--- src/rtl/rxu_pkg.sv ---
package rxu_pkg;
  localparam int BYTE_W = 8;
  localparam int SEL_W  = 3;
  localparam int OP_W   = 2;

  localparam logic [OP_W-1:0] OP_COPY  = 2'd0;
  localparam logic [OP_W-1:0] OP_SWAP  = 2'd1;
  localparam logic [OP_W-1:0] OP_SEXT  = 2'd2;
  localparam logic [OP_W-1:0] OP_BXFER = 2'd3;

  localparam logic [SEL_W-1:0] SEL_A  = 3'd0;
  localparam logic [SEL_W-1:0] SEL_B  = 3'd1;
  localparam logic [SEL_W-1:0] SEL_D  = 3'd2;
  localparam logic [SEL_W-1:0] SEL_X  = 3'd3;
  localparam logic [SEL_W-1:0] SEL_Y  = 3'd4;
  localparam logic [SEL_W-1:0] SEL_SP = 3'd5;
endpackage

--- src/rtl/rxu_src_mux.sv ---
// Reads one selector as a word: bytes zero-extended, D as {A,B}, unused as 0.
module rxu_src_mux
  import rxu_pkg::*;
#(
  parameter int BW = BYTE_W,
  localparam int WW = 2 * BW
) (
  input  logic [SEL_W-1:0] sel,
  input  logic [BW-1:0]    a,
  input  logic [BW-1:0]    b,
  input  logic [WW-1:0]    x,
  input  logic [WW-1:0]    y,
  input  logic [WW-1:0]    sp,
  output logic [WW-1:0]    val
);
  always_comb begin
    case (sel)
      SEL_A:   val = {{BW{1'b0}}, a};
      SEL_B:   val = {{BW{1'b0}}, b};
      SEL_D:   val = {a, b};
      SEL_X:   val = x;
      SEL_Y:   val = y;
      SEL_SP:  val = sp;
      default: val = '0;
    endcase
  end
endmodule

--- src/rtl/rxu_dst_dec.sv ---
// Turns one (selector, word) write into per-register enables and values.
module rxu_dst_dec
  import rxu_pkg::*;
#(
  parameter int BW = BYTE_W,
  parameter int NW = 3,
  localparam int WW = 2 * BW
) (
  input  logic             en,
  input  logic [SEL_W-1:0] sel,
  input  logic [WW-1:0]    val,
  output logic             a_we,
  output logic [BW-1:0]    a_v,
  output logic             b_we,
  output logic [BW-1:0]    b_v,
  output logic [NW-1:0]    w_we,
  output logic [WW-1:0]    w_v
);
  always_comb begin
    a_we = 1'b0;
    a_v  = '0;
    b_we = 1'b0;
    b_v  = '0;
    if (en) begin
      case (sel)
        SEL_A: begin a_we = 1'b1; a_v = val[BW-1:0]; end
        SEL_B: begin b_we = 1'b1; b_v = val[BW-1:0]; end
        SEL_D: begin
          a_we = 1'b1; a_v = val[WW-1:BW];
          b_we = 1'b1; b_v = val[BW-1:0];
        end
        default: ;
      endcase
    end
  end

  for (genvar k = 0; k < NW; k++) begin : g_word
    assign w_we[k] = en && (sel == SEL_W'(int'(SEL_X) + k));
  end

  assign w_v = (|w_we) ? val : '0;
endmodule

--- src/rtl/rxu_flag_gen.sv ---
// N/Z/V for the flag-setting byte copy.
module rxu_flag_gen
  import rxu_pkg::*;
#(
  parameter int BW = BYTE_W
) (
  input  logic          en,
  input  logic [BW-1:0] res,
  output logic          we,
  output logic          n,
  output logic          z,
  output logic          v
);
  assign we = en;
  assign n  = en && res[BW-1];
  assign z  = en && (res == '0);
  assign v  = 1'b0;
endmodule

--- src/rtl/rxu_xfer_unit.sv ---
module rxu_xfer_unit
  import rxu_pkg::*;
#(
  parameter int BW = BYTE_W,
  localparam int WW = 2 * BW
) (
  input  logic             clk,
  input  logic             rst,
  input  logic             op_valid,
  input  logic [OP_W-1:0]  op_code,
  input  logic [SEL_W-1:0] src_sel,
  input  logic [SEL_W-1:0] dst_sel,
  input  logic [BW-1:0]    a_in,
  input  logic [BW-1:0]    b_in,
  input  logic [WW-1:0]    x_in,
  input  logic [WW-1:0]    y_in,
  input  logic [WW-1:0]    sp_in,
  output logic             a_we,
  output logic [BW-1:0]    a_out,
  output logic             b_we,
  output logic [BW-1:0]    b_out,
  output logic             x_we,
  output logic [WW-1:0]    x_out,
  output logic             y_we,
  output logic [WW-1:0]    y_out,
  output logic             sp_we,
  output logic [WW-1:0]    sp_out,
  output logic             flag_we,
  output logic             n_out,
  output logic             z_out,
  output logic             v_out
);
  localparam int NW = 3;

  logic [WW-1:0] src_val, dst_val;

  rxu_src_mux #(.BW(BW)) u_src (
    .sel(src_sel), .a(a_in), .b(b_in), .x(x_in), .y(y_in), .sp(sp_in), .val(src_val)
  );
  rxu_src_mux #(.BW(BW)) u_dst (
    .sel(dst_sel), .a(a_in), .b(b_in), .x(x_in), .y(y_in), .sp(sp_in), .val(dst_val)
  );

  // Operation decode: a primary write and, for swaps, a secondary write.
  logic             same;
  logic             p_en, s_en, f_en;
  logic [SEL_W-1:0] p_sel, s_sel;
  logic [WW-1:0]    p_val, s_val;
  logic [BW-1:0]    bx_res;

  assign same = (src_sel == dst_sel);

  always_comb begin
    p_en   = 1'b0;
    s_en   = 1'b0;
    f_en   = 1'b0;
    p_sel  = dst_sel;
    s_sel  = src_sel;
    p_val  = src_val;
    s_val  = dst_val;
    bx_res = (src_sel == SEL_B) ? b_in : a_in;
    if (op_valid) begin
      case (op_code)
        OP_COPY: p_en = !same;
        OP_SWAP: begin
          p_en = !same;
          s_en = !same;
        end
        OP_SEXT: begin
          p_en  = 1'b1;
          p_val = {{BW{src_val[BW-1]}}, src_val[BW-1:0]};
        end
        default: begin
          p_en  = 1'b1;
          f_en  = 1'b1;
          p_sel = (src_sel == SEL_B) ? SEL_A : SEL_B;
          p_val = {{BW{1'b0}}, bx_res};
        end
      endcase
    end
  end

  logic             pa_we, pb_we, sa_we, sb_we;
  logic [BW-1:0]    pa_v, pb_v, sa_v, sb_v;
  logic [NW-1:0]    pw_we, sw_we;
  logic [WW-1:0]    pw_v, sw_v;

  rxu_dst_dec #(.BW(BW), .NW(NW)) u_pdec (
    .en(p_en), .sel(p_sel), .val(p_val),
    .a_we(pa_we), .a_v(pa_v), .b_we(pb_we), .b_v(pb_v), .w_we(pw_we), .w_v(pw_v)
  );
  rxu_dst_dec #(.BW(BW), .NW(NW)) u_sdec (
    .en(s_en), .sel(s_sel), .val(s_val),
    .a_we(sa_we), .a_v(sa_v), .b_we(sb_we), .b_v(sb_v), .w_we(sw_we), .w_v(sw_v)
  );

  logic fl_we, fl_n, fl_z, fl_v;

  rxu_flag_gen #(.BW(BW)) u_flag (
    .en(f_en), .res(bx_res), .we(fl_we), .n(fl_n), .z(fl_z), .v(fl_v)
  );

  // Merge: on an overlapping swap the side that names D wins.
  logic          p_is_d;
  logic          a_we_d, b_we_d;
  logic [BW-1:0] a_d, b_d;

  assign p_is_d = (p_sel == SEL_D);

  always_comb begin
    a_we_d = pa_we | sa_we;
    b_we_d = pb_we | sb_we;
    if (pa_we && (!sa_we || p_is_d)) a_d = pa_v;
    else                             a_d = sa_v;
    if (pb_we && (!sb_we || p_is_d)) b_d = pb_v;
    else                             b_d = sb_v;
  end

  logic [NW-1:0] w_we_d, w_we_q;
  logic [WW-1:0] w_d [NW];
  logic [WW-1:0] w_q [NW];

  for (genvar k = 0; k < NW; k++) begin : g_wmerge
    assign w_we_d[k] = pw_we[k] | sw_we[k];
    assign w_d[k]    = pw_we[k] ? pw_v : (sw_we[k] ? sw_v : '0);

    always_ff @(posedge clk) begin
      if (rst) begin
        w_we_q[k] <= 1'b0;
        w_q[k]    <= '0;
      end else begin
        w_we_q[k] <= w_we_d[k];
        w_q[k]    <= w_d[k];
      end
    end
  end

  always_ff @(posedge clk) begin
    if (rst) begin
      a_we    <= 1'b0;
      a_out   <= '0;
      b_we    <= 1'b0;
      b_out   <= '0;
      flag_we <= 1'b0;
      n_out   <= 1'b0;
      z_out   <= 1'b0;
      v_out   <= 1'b0;
    end else begin
      a_we    <= a_we_d;
      a_out   <= a_d;
      b_we    <= b_we_d;
      b_out   <= b_d;
      flag_we <= fl_we;
      n_out   <= fl_n;
      z_out   <= fl_z;
      v_out   <= fl_v;
    end
  end

  assign x_we   = w_we_q[0];
  assign y_we   = w_we_q[1];
  assign sp_we  = w_we_q[2];
  assign x_out  = w_q[0];
  assign y_out  = w_q[1];
  assign sp_out = w_q[2];
endmodule

--- config.mk ---
export PLATFORM = sky130hd
export DESIGN_NAME = rxu_xfer_unit
export DESIGN_NICKNAME = d
export VERILOG_FILES = /design/src/rtl/rxu_pkg.sv /design/src/rtl/rxu_src_mux.sv /design/src/rtl/rxu_dst_dec.sv /design/src/rtl/rxu_flag_gen.sv /design/src/rtl/rxu_xfer_unit.sv
export SDC_FILE = /design/constraint.sdc
export NUM_CORES = 1
export LEC_CHECK = 0
export BUFFER_PORTS_ARGS = -buffer_cell sky130_fd_sc_hd__buf_2
export CAP_MARGIN = 20
export CORE_MARGIN = 5
export CORE_UTILIZATION = 34
export DETAILED_ROUTE_END_ITERATION = 10
export PLACE_DENSITY = 0.62
export SYNTH_ARGS = -nofsm -noshare
export SYNTH_HDL_FRONTEND = slang
export SYNTH_SLANG_ARGS = --single-unit
--- constraint.sdc ---
create_clock -name clk -period 2.9 [get_ports clk]
set_clock_uncertainty 0.1 [all_clocks]
set_input_delay 0.29 -clock clk [delete_from_list [all_inputs] [get_ports clk]]
set_output_delay 0.29 -clock clk [all_outputs]
set_load 0.02 [all_outputs]
==> results.md, run 1 <==
* Result of the run: finished, final reports clean
* Global-route wire length before repair at 28,210 microns
* Critical path fanouts, max at 20
* YS warnings at 0
* Maximum operating frequency at 436.6 MHz
* Maximum clock insertion buffer count at 2
* Clock tree root driver cell: sky130_fd_sc_hd__clkbuf_16
* Routed wire length per instance at 21.60 microns
* DR pass1 iterations at 5
* Top Registers: w_q (48), a_out (8), b_out (8)
* Number of max-cap violations at 0
* Number of setup violations in the final report at 0
* Slew @ Worst Pin at 1000 ps
* # nets final at 754
* Antenna violations before repair at 0
* Tightest slew margin relative to the limit at 32.48%
* Critical path class: in -> reg
* Total Routed Length at 18,580 microns
* Minimum setup slack after placement at 364.2 ps
* Residual overflow from global routing at 0
* Top-level port count at 148
* Post-synthesis register bit count at 72
* Net count after synthesis at 625
* Routed vias at 5,053
* Unrepaired setup endpoints after global routing: false
* Top register by number of flip-flops: w_q
* Layout overhead on the synthesized area at 26.84%
* Core Footprint at 13,240 sq um
* DRC violations left at 0
* Die span in x at 126.0 microns
* H-Tree Depth at 3
* Overall power of the completed layout at 0.002891 W
* Tmin final at 2291 ps
* Startpoint class of the critical path: input pin
* Area of the mapped netlist at 4578 sq um
* Final hold violations at 0
* Portion of synthesized cell area occupied by the leading cell type at 31.48%
* Final max-slew violation count at 0
* Routability congestion estimate at 0.9886
* Setup Buffers After CTS at 0
* Prevailing post-synth register cell: sky130_fd_sc_hd__dfxtp_1
* Power per Cell Area at 497.8 nW/um^2
* Number of standard cells after synthesis at 550
* Top cell type by total area after synthesis: sky130_fd_sc_hd__dfxtp_1
* Maximum ir drop on the vdd rail at 0.2669 mV
* Diodes inserted at 0
* Num CTS Buffers at 9
* Clock tree from TritonCTS: done
* Cell row count at 42
* Fraction of final layout cells with drive strength greater than 1 at 31.43%
* Arr. time, crit path at 2440 ps
* Leakage power at 2.521 nW
* Tightest Hold Check Type: in -> reg
* Max reg flops at 48
* Half-perimeter wire length of the detailed placement result at 14,230 microns
* Count of hold buffers inserted by post-cts repair at 0
* Maximum number of pins on one net before global-route repair at 53
* Ys async rst share at 0%
* Total of buffers placed on input and output ports at 146
* Most common cell after layout, fill and taps aside: sky130_fd_sc_hd__buf_2
* Syn Area/Cell at 8.324 sq um
* Minimum setup slack in the final design at 609.4 ps
* Die Outline Area at 15,890 sq um
* Number of antenna-violating nets in the routed design at 0
* Clock slew at the register clock pins of the worst setup and hold paths at 60 ps
* Biggest area contributors in the synthesized netlist: sky130_fd_sc_hd__dfxtp_1 31%, sky130_fd_sc_hd__mux2i_1 9.8%, sky130_fd_sc_hd__a22oi_1 7.5%, sky130_fd_sc_hd__nor2_1 6.0%, sky130_fd_sc_hd__o22ai_1 3.7%
* Req. time, crit path at 3050 ps
* Final worst path period share at 78.99%
* Vias in the first global route at 4,771
* Number of DRC markers after the initial detailed-route iteration at 527
* Starting density of the core at 34.57%
* Category of the worst setup path capture point: register
* Die height at 126.0 microns
* Total negative slack at 0 ps
* Most used cells in the layout excluding fill and tap cells: 146 x sky130_fd_sc_hd__buf_2, 73 x sky130_fd_sc_hd__nor2_1, 72 x sky130_fd_sc_hd__dfxtp_1, 46 x sky130_fd_sc_hd__a22oi_1, 45 x sky130_fd_sc_hd__mux2i_1
* Via density per instance at 5.876
* Total Routing Usage GR at 22.33%
* Number of enable-type register cells in the synthesized netlist at 0
* Num Clock Sinks at 72
* Post-synthesis sequential area ratio at 31.48%
* Number of library cell types mapped by synthesis at 64
* Number of gates resized after cts at 0
kinds of logic (layout without fill, tap and decap cells):
group                  Yosys count  in the layout  share of synthesized area [%]
multiplexers                    55             55                          12.30
other                            1              1                        0.08191
AO/OA/AOI/OAI                  180            180                          29.00
flip-flops                      72             72                          31.48
buffers and inverters           62            196                          7.324
XOR/XNOR                         5              5                          1.285
AND/OR/NAND/NOR                175            175                          18.53
worst paths after layout:
path,depth (start not counted),to,startpoint
max,7,w_q[1][13],dst_sel[2]
min,3,a_we,op_valid
power breakdown:
part           switching, W  internal, W
sequential       0.00000368      0.00100
combinational      0.000395     0.000231
clock              0.000414     0.000844
total              0.000813      0.00208
synth_stat cells, types with 5 or more instances:
| master | n |
|---|---|
| sky130_fd_sc_hd__buf_2 | 25 |
| sky130_fd_sc_hd__a221o_1 | 7 |
| sky130_fd_sc_hd__o21ai_0 | 9 |
| sky130_fd_sc_hd__a31oi_1 | 7 |
| sky130_fd_sc_hd__a21oi_1 | 28 |
| sky130_fd_sc_hd__nor2_1 | 73 |
| sky130_fd_sc_hd__a2bb2oi_1 | 5 |
| sky130_fd_sc_hd__mux2i_1 | 45 |
| sky130_fd_sc_hd__dfxtp_1 | 72 |
| sky130_fd_sc_hd__a211oi_1 | 6 |
| sky130_fd_sc_hd__nor2b_1 | 7 |
| sky130_fd_sc_hd__a22oi_1 | 46 |
| sky130_fd_sc_hd__buf_4 | 8 |
| sky130_fd_sc_hd__clkbuf_1 | 18 |
| sky130_fd_sc_hd__and3_1 | 8 |
| sky130_fd_sc_hd__o22a_1 | 5 |
| sky130_fd_sc_hd__nand3_1 | 21 |
| sky130_fd_sc_hd__a221oi_1 | 14 |
| sky130_fd_sc_hd__mux2_2 | 10 |
| sky130_fd_sc_hd__nor3_1 | 10 |
| sky130_fd_sc_hd__o22ai_1 | 27 |
| sky130_fd_sc_hd__nand2_1 | 25 |
worst max-delay path, cell delays in order:
cell and delay, ps:
sky130_fd_sc_hd__buf_2 390, sky130_fd_sc_hd__xnor2_1 200, sky130_fd_sc_hd__nand3_1 190, sky130_fd_sc_hd__o211a_1 250, sky130_fd_sc_hd__and2_0 740, sky130_fd_sc_hd__a22oi_1 230
sky130_fd_sc_hd__nor2_1 140
layout make-up:
cell class,instances,area [sq um]
Clock buffer,10,229.0
Clock inverter,6,115.1
Fill cell,1361,7436
Inverter,3,11.26
Multi-Input combinational cell,416,2801
Sequential cell,72,1441
Tap cell,176,220.2
Timing Repair Buffer,177,988.4
per-stage QoR:
step	hold WS [ps]	cell area (sq um)	std cells	util, %
floorplan	376.6	4578	550	-
global placement	582.8	5463	844	41.25
detailed placement	606.0	5463	844	41.25
CTS	266.6	5807	860	43.85
global route	292.3	5807	860	43.85
finish	260.3	5807	860	43.85
layer usage:
| layer | wire length, microns | GRT usage, % | vias up |
|---|---|---|---|
| met2 | 8366 | 34.65 | 271 |
| met4 | 343 | 6.120 | 0 |
| li1 | - | - | 2327 |
| met5 | 0 | 0 | - |
| met3 | 1380 | 3.556 | 22 |
| met1 | 8485 | 32.13 | 2433 |
No activity file was read; power rests on OpenSTA's default activity.
==> run 2: changes to the inputs <==
--- a/config.mk
+++ b/config.mk
@@ -5,12 +5,13 @@
 export SDC_FILE = /design/constraint.sdc
 export NUM_CORES = 1
 export LEC_CHECK = 0
+export ABC_AREA = 1
 export BUFFER_PORTS_ARGS = -buffer_cell sky130_fd_sc_hd__buf_2
 export CAP_MARGIN = 20
 export CORE_MARGIN = 5
 export CORE_UTILIZATION = 34
 export DETAILED_ROUTE_END_ITERATION = 10
-export PLACE_DENSITY = 0.62
+export PLACE_DENSITY = 0.64
 export SYNTH_ARGS = -nofsm -noshare
 export SYNTH_HDL_FRONTEND = slang
 export SYNTH_SLANG_ARGS = --single-unit
==> constraint.sdc (replaced) <==
create_clock -name clk -period 2 [get_ports clk]
set_clock_uncertainty 0.1 [all_clocks]
set_input_delay 0.2 -clock clk [delete_from_list [all_inputs] [get_ports clk]]
set_output_delay 0.2 -clock clk [all_outputs]
set_load 0.02 [all_outputs]
==> run 2 against run 1 <==
Against the previous run:
- worst hold slack got worse by 250 ps
- global-route usage rose by 0.15 points
- routed wire length fell by 1.6%
- critical path type unchanged
- final cell count rose by 29%
- core utilization rose by 2.7 points
- via count rose by 13%
- synthesized cell count rose by 37%
- die area rose by 0.73%
- clock-buffer cell count fell by 1
- clock power rose by 65%
- worst setup slack got worse by 370 ps
==> results.md, run 2 <==
* Result of the run: finished, final reports clean
* Critical path class: in -> reg
* Setup Buffers After CTS at 0
* Antenna violations before repair at 0
* Instance area at placement at 5796 sq um
* Launch point of the worst path: src_sel[2]
* Number of enable-type register cells in the synthesized netlist at 0
* Syn Area/Cell at 6.128 sq um
* Worst hold slack at 8.393 ps
* Max reg flops at 48
* Clock tree root driver cell: sky130_fd_sc_hd__clkbuf_16
* Arr. time, crit path at 1930 ps
* Cell row count at 42
* Most common cell after layout, fill and taps aside: sky130_fd_sc_hd__nand2_1
* Die height at 126.5 microns
* Num CTS Buffers at 9
* Number of standard cells after synthesis at 753
* Post-synthesis sequential area ratio at 31.24%
* # nets final at 1,001
* DRC violations left at 0
* Final worst path period share at 88.02%
* Most common cell in the synthesized netlist: sky130_fd_sc_hd__nand2_1
* Routed vias at 5,701
* Power per Cell Area at 708.8 nW/um^2
* Most frequent cells after synthesis: 297 x sky130_fd_sc_hd__nand2_1, 80 x sky130_fd_sc_hd__nand3_1, 72 x sky130_fd_sc_hd__dfxtp_1
* Maximum ir drop on the vdd rail at 0.3661 mV
* Ys async rst share at 0%
* Post-synthesis register bit count at 72
* Tmin final at 1760 ps
* Portion of synthesized cell area occupied by the leading cell type at 31.24%
* Maximum operating frequency at 568.0 MHz
* Routability congestion estimate at 1.014
* Residual overflow from global routing at 0
* Via density per instance at 5.150
* Top Registers: w_q (48), a_out (8), b_out (8)
* Number of gates resized after cts at 0
* Diodes inserted at 0
* Half-perimeter wire length of the detailed placement result at 14,120 microns
* Final max-slew violation count at 0
* Tightest Hold Check Type: in -> reg
* Core Footprint at 13,300 sq um
* Fraction of final layout cells with drive strength greater than 1 at 26.96%
* Top cell type by total area after synthesis: sky130_fd_sc_hd__dfxtp_1
* Clock tree from TritonCTS: done
* Slew @ Worst Pin at 508.3 ps
* Maximum clock insertion buffer count at 2
* Number of DRC markers after the initial detailed-route iteration at 694
* Layout overhead on the synthesized area at 34.08%
* Num Clock Sinks at 72
* Worst Min Path Start: rst
* Total Routing Usage GR at 22.48%
* Routed wire length per instance at 16.51 microns
* Req. time, crit path at 2170 ps
* Summed area of non-filler cells in the final layout at 6187 sq um
* H-Tree Depth at 3
* Net count after synthesis at 828
* Die span in x at 126.5 microns
* Unrepaired setup endpoints after global routing: false
* Global-route wire length before repair at 28,900 microns
* Top register by number of flip-flops: w_q
* Minimum setup slack in the final design at 239.5 ps
* DR pass1 iterations at 6
* Total of buffers placed on input and output ports at 146
* Overall power of the completed layout at 0.004385 W
* Number of library cell types mapped by synthesis at 37
* Area of the mapped netlist at 4614 sq um
* Biggest area contributors in the synthesized netlist: sky130_fd_sc_hd__dfxtp_1 31%, sky130_fd_sc_hd__nand2_1 24%, sky130_fd_sc_hd__nand3_1 8.7%, sky130_fd_sc_hd__a21oi_1 6.5%, sky130_fd_sc_hd__o21ai_0 5.7%
* Vias in the first global route at 5,335
* Clock slew at the register clock pins of the worst setup and hold paths at 50 ps
* Number of antenna-violating nets in the routed design at 0
* Count of hold buffers inserted by post-cts repair at 0
* Maximum number of pins on one net before global-route repair at 69
* Top-level port count at 148
* YS warnings at 0
* Most used cells in the layout excluding fill and tap cells: 297 x sky130_fd_sc_hd__nand2_1, 146 x sky130_fd_sc_hd__buf_2, 80 x sky130_fd_sc_hd__nand3_1, 72 x sky130_fd_sc_hd__dfxtp_1, 60 x sky130_fd_sc_hd__a21oi_1
* Tightest slew margin relative to the limit at 65.81%
* Minimum setup slack after placement at -36.99 ps
* Critical path fanouts, max at 12
* Number of max-cap violations at 0
* Final hold violations at 0
* Die Outline Area at 16,000 sq um
* Leakage power at 3.154 nW
* Total Routed Length at 18,280 microns
* Number of setup violations in the final report at 0
* Category of the worst setup path capture point: register
* Starting density of the core at 34.71%
* Prevailing post-synth register cell: sky130_fd_sc_hd__dfxtp_1
* Startpoint class of the critical path: input pin
* Post-layout util at 46.54%
==> run 2: cell types whose count changed after synthesis, moves of 14 or more <==
cell and change:
sky130_fd_sc_hd__nand2_1 +272, sky130_fd_sc_hd__buf_2 -16, sky130_fd_sc_hd__inv_1 +37, sky130_fd_sc_hd__nand3_1 +59, sky130_fd_sc_hd__a221oi_1 -14, sky130_fd_sc_hd__o21ai_0 +44
sky130_fd_sc_hd__o22ai_1 -27, sky130_fd_sc_hd__a21oi_1 +32, sky130_fd_sc_hd__mux2i_1 -45, sky130_fd_sc_hd__nor2_1 -26, sky130_fd_sc_hd__a22oi_1 -46
==> run 2: layout make-up <==
cell class	count	area, sq um
repair buffers	195	1174
multi-input cells	601	2779
fillers	1425	7108
inverters	47	181.4
clock inverters	7	166.4
clock buffers	9	225.2
well taps	176	220.2
flip-flops and latches	72	1441
==> run 2: worst paths after layout <==
kind	endpoint	slack [ps]	cells past startpoint
worst min-delay path	flag_we	8	2
worst max-delay path	b_out[3]	240	9
==> run 2: cell families (layout without fill, tap and decap cells) <==
kind of cell / count (synthesis) / after routing / share of synthesized area [%]
flip-flops: 72 / 72 / 31.24
AND/OR/NAND/NOR: 466 / 466 / 44.47
XOR/XNOR: 3 / 3 / 0.5695
other: 1 / 1 / 0.08127
AO/OA/AOI/OAI: 131 / 131 / 15.10
buffers and inverters: 80 / 258 / 8.541
==> run 2: per-layer routing <==
metal  GRT usage (%)  routed length (microns)
met3           4.077                     1675
met2           35.77                     8303
met4           7.508                      428
met1           30.72                     7869
met5               0                        0
==> run 2: stage by stage <==
step	TNS, ps	std cells
2_1_floorplan	0	753
3_3_place_gp	-140.2	1091
3_5_place_dp	-113.6	1091
4_1_cts	0	1107
5_1_grt	0	1107
6_report	0	1107
==> run 2: worst max-delay path, cell delays in order <==
cell and delay, ps:
sky130_fd_sc_hd__buf_2 150, sky130_fd_sc_hd__inv_2 190, sky130_fd_sc_hd__nand3_4 160, sky130_fd_sc_hd__inv_1 260
sky130_fd_sc_hd__nand2_1 120, sky130_fd_sc_hd__nand3_1 110, sky130_fd_sc_hd__a21boi_0 430, sky130_fd_sc_hd__o21ai_0 180
sky130_fd_sc_hd__nor2_1 110
==> run 2: power by group <==
| part | switching (W) | leakage [nW] | internal, W |
|---|---|---|---|
| sequential | 0.00000603 | 0.582 | 0.00146 |
| combinational | 0.000567 | 2.39 | 0.000278 |
| clock | 0.000602 | 0.186 | 0.00147 |
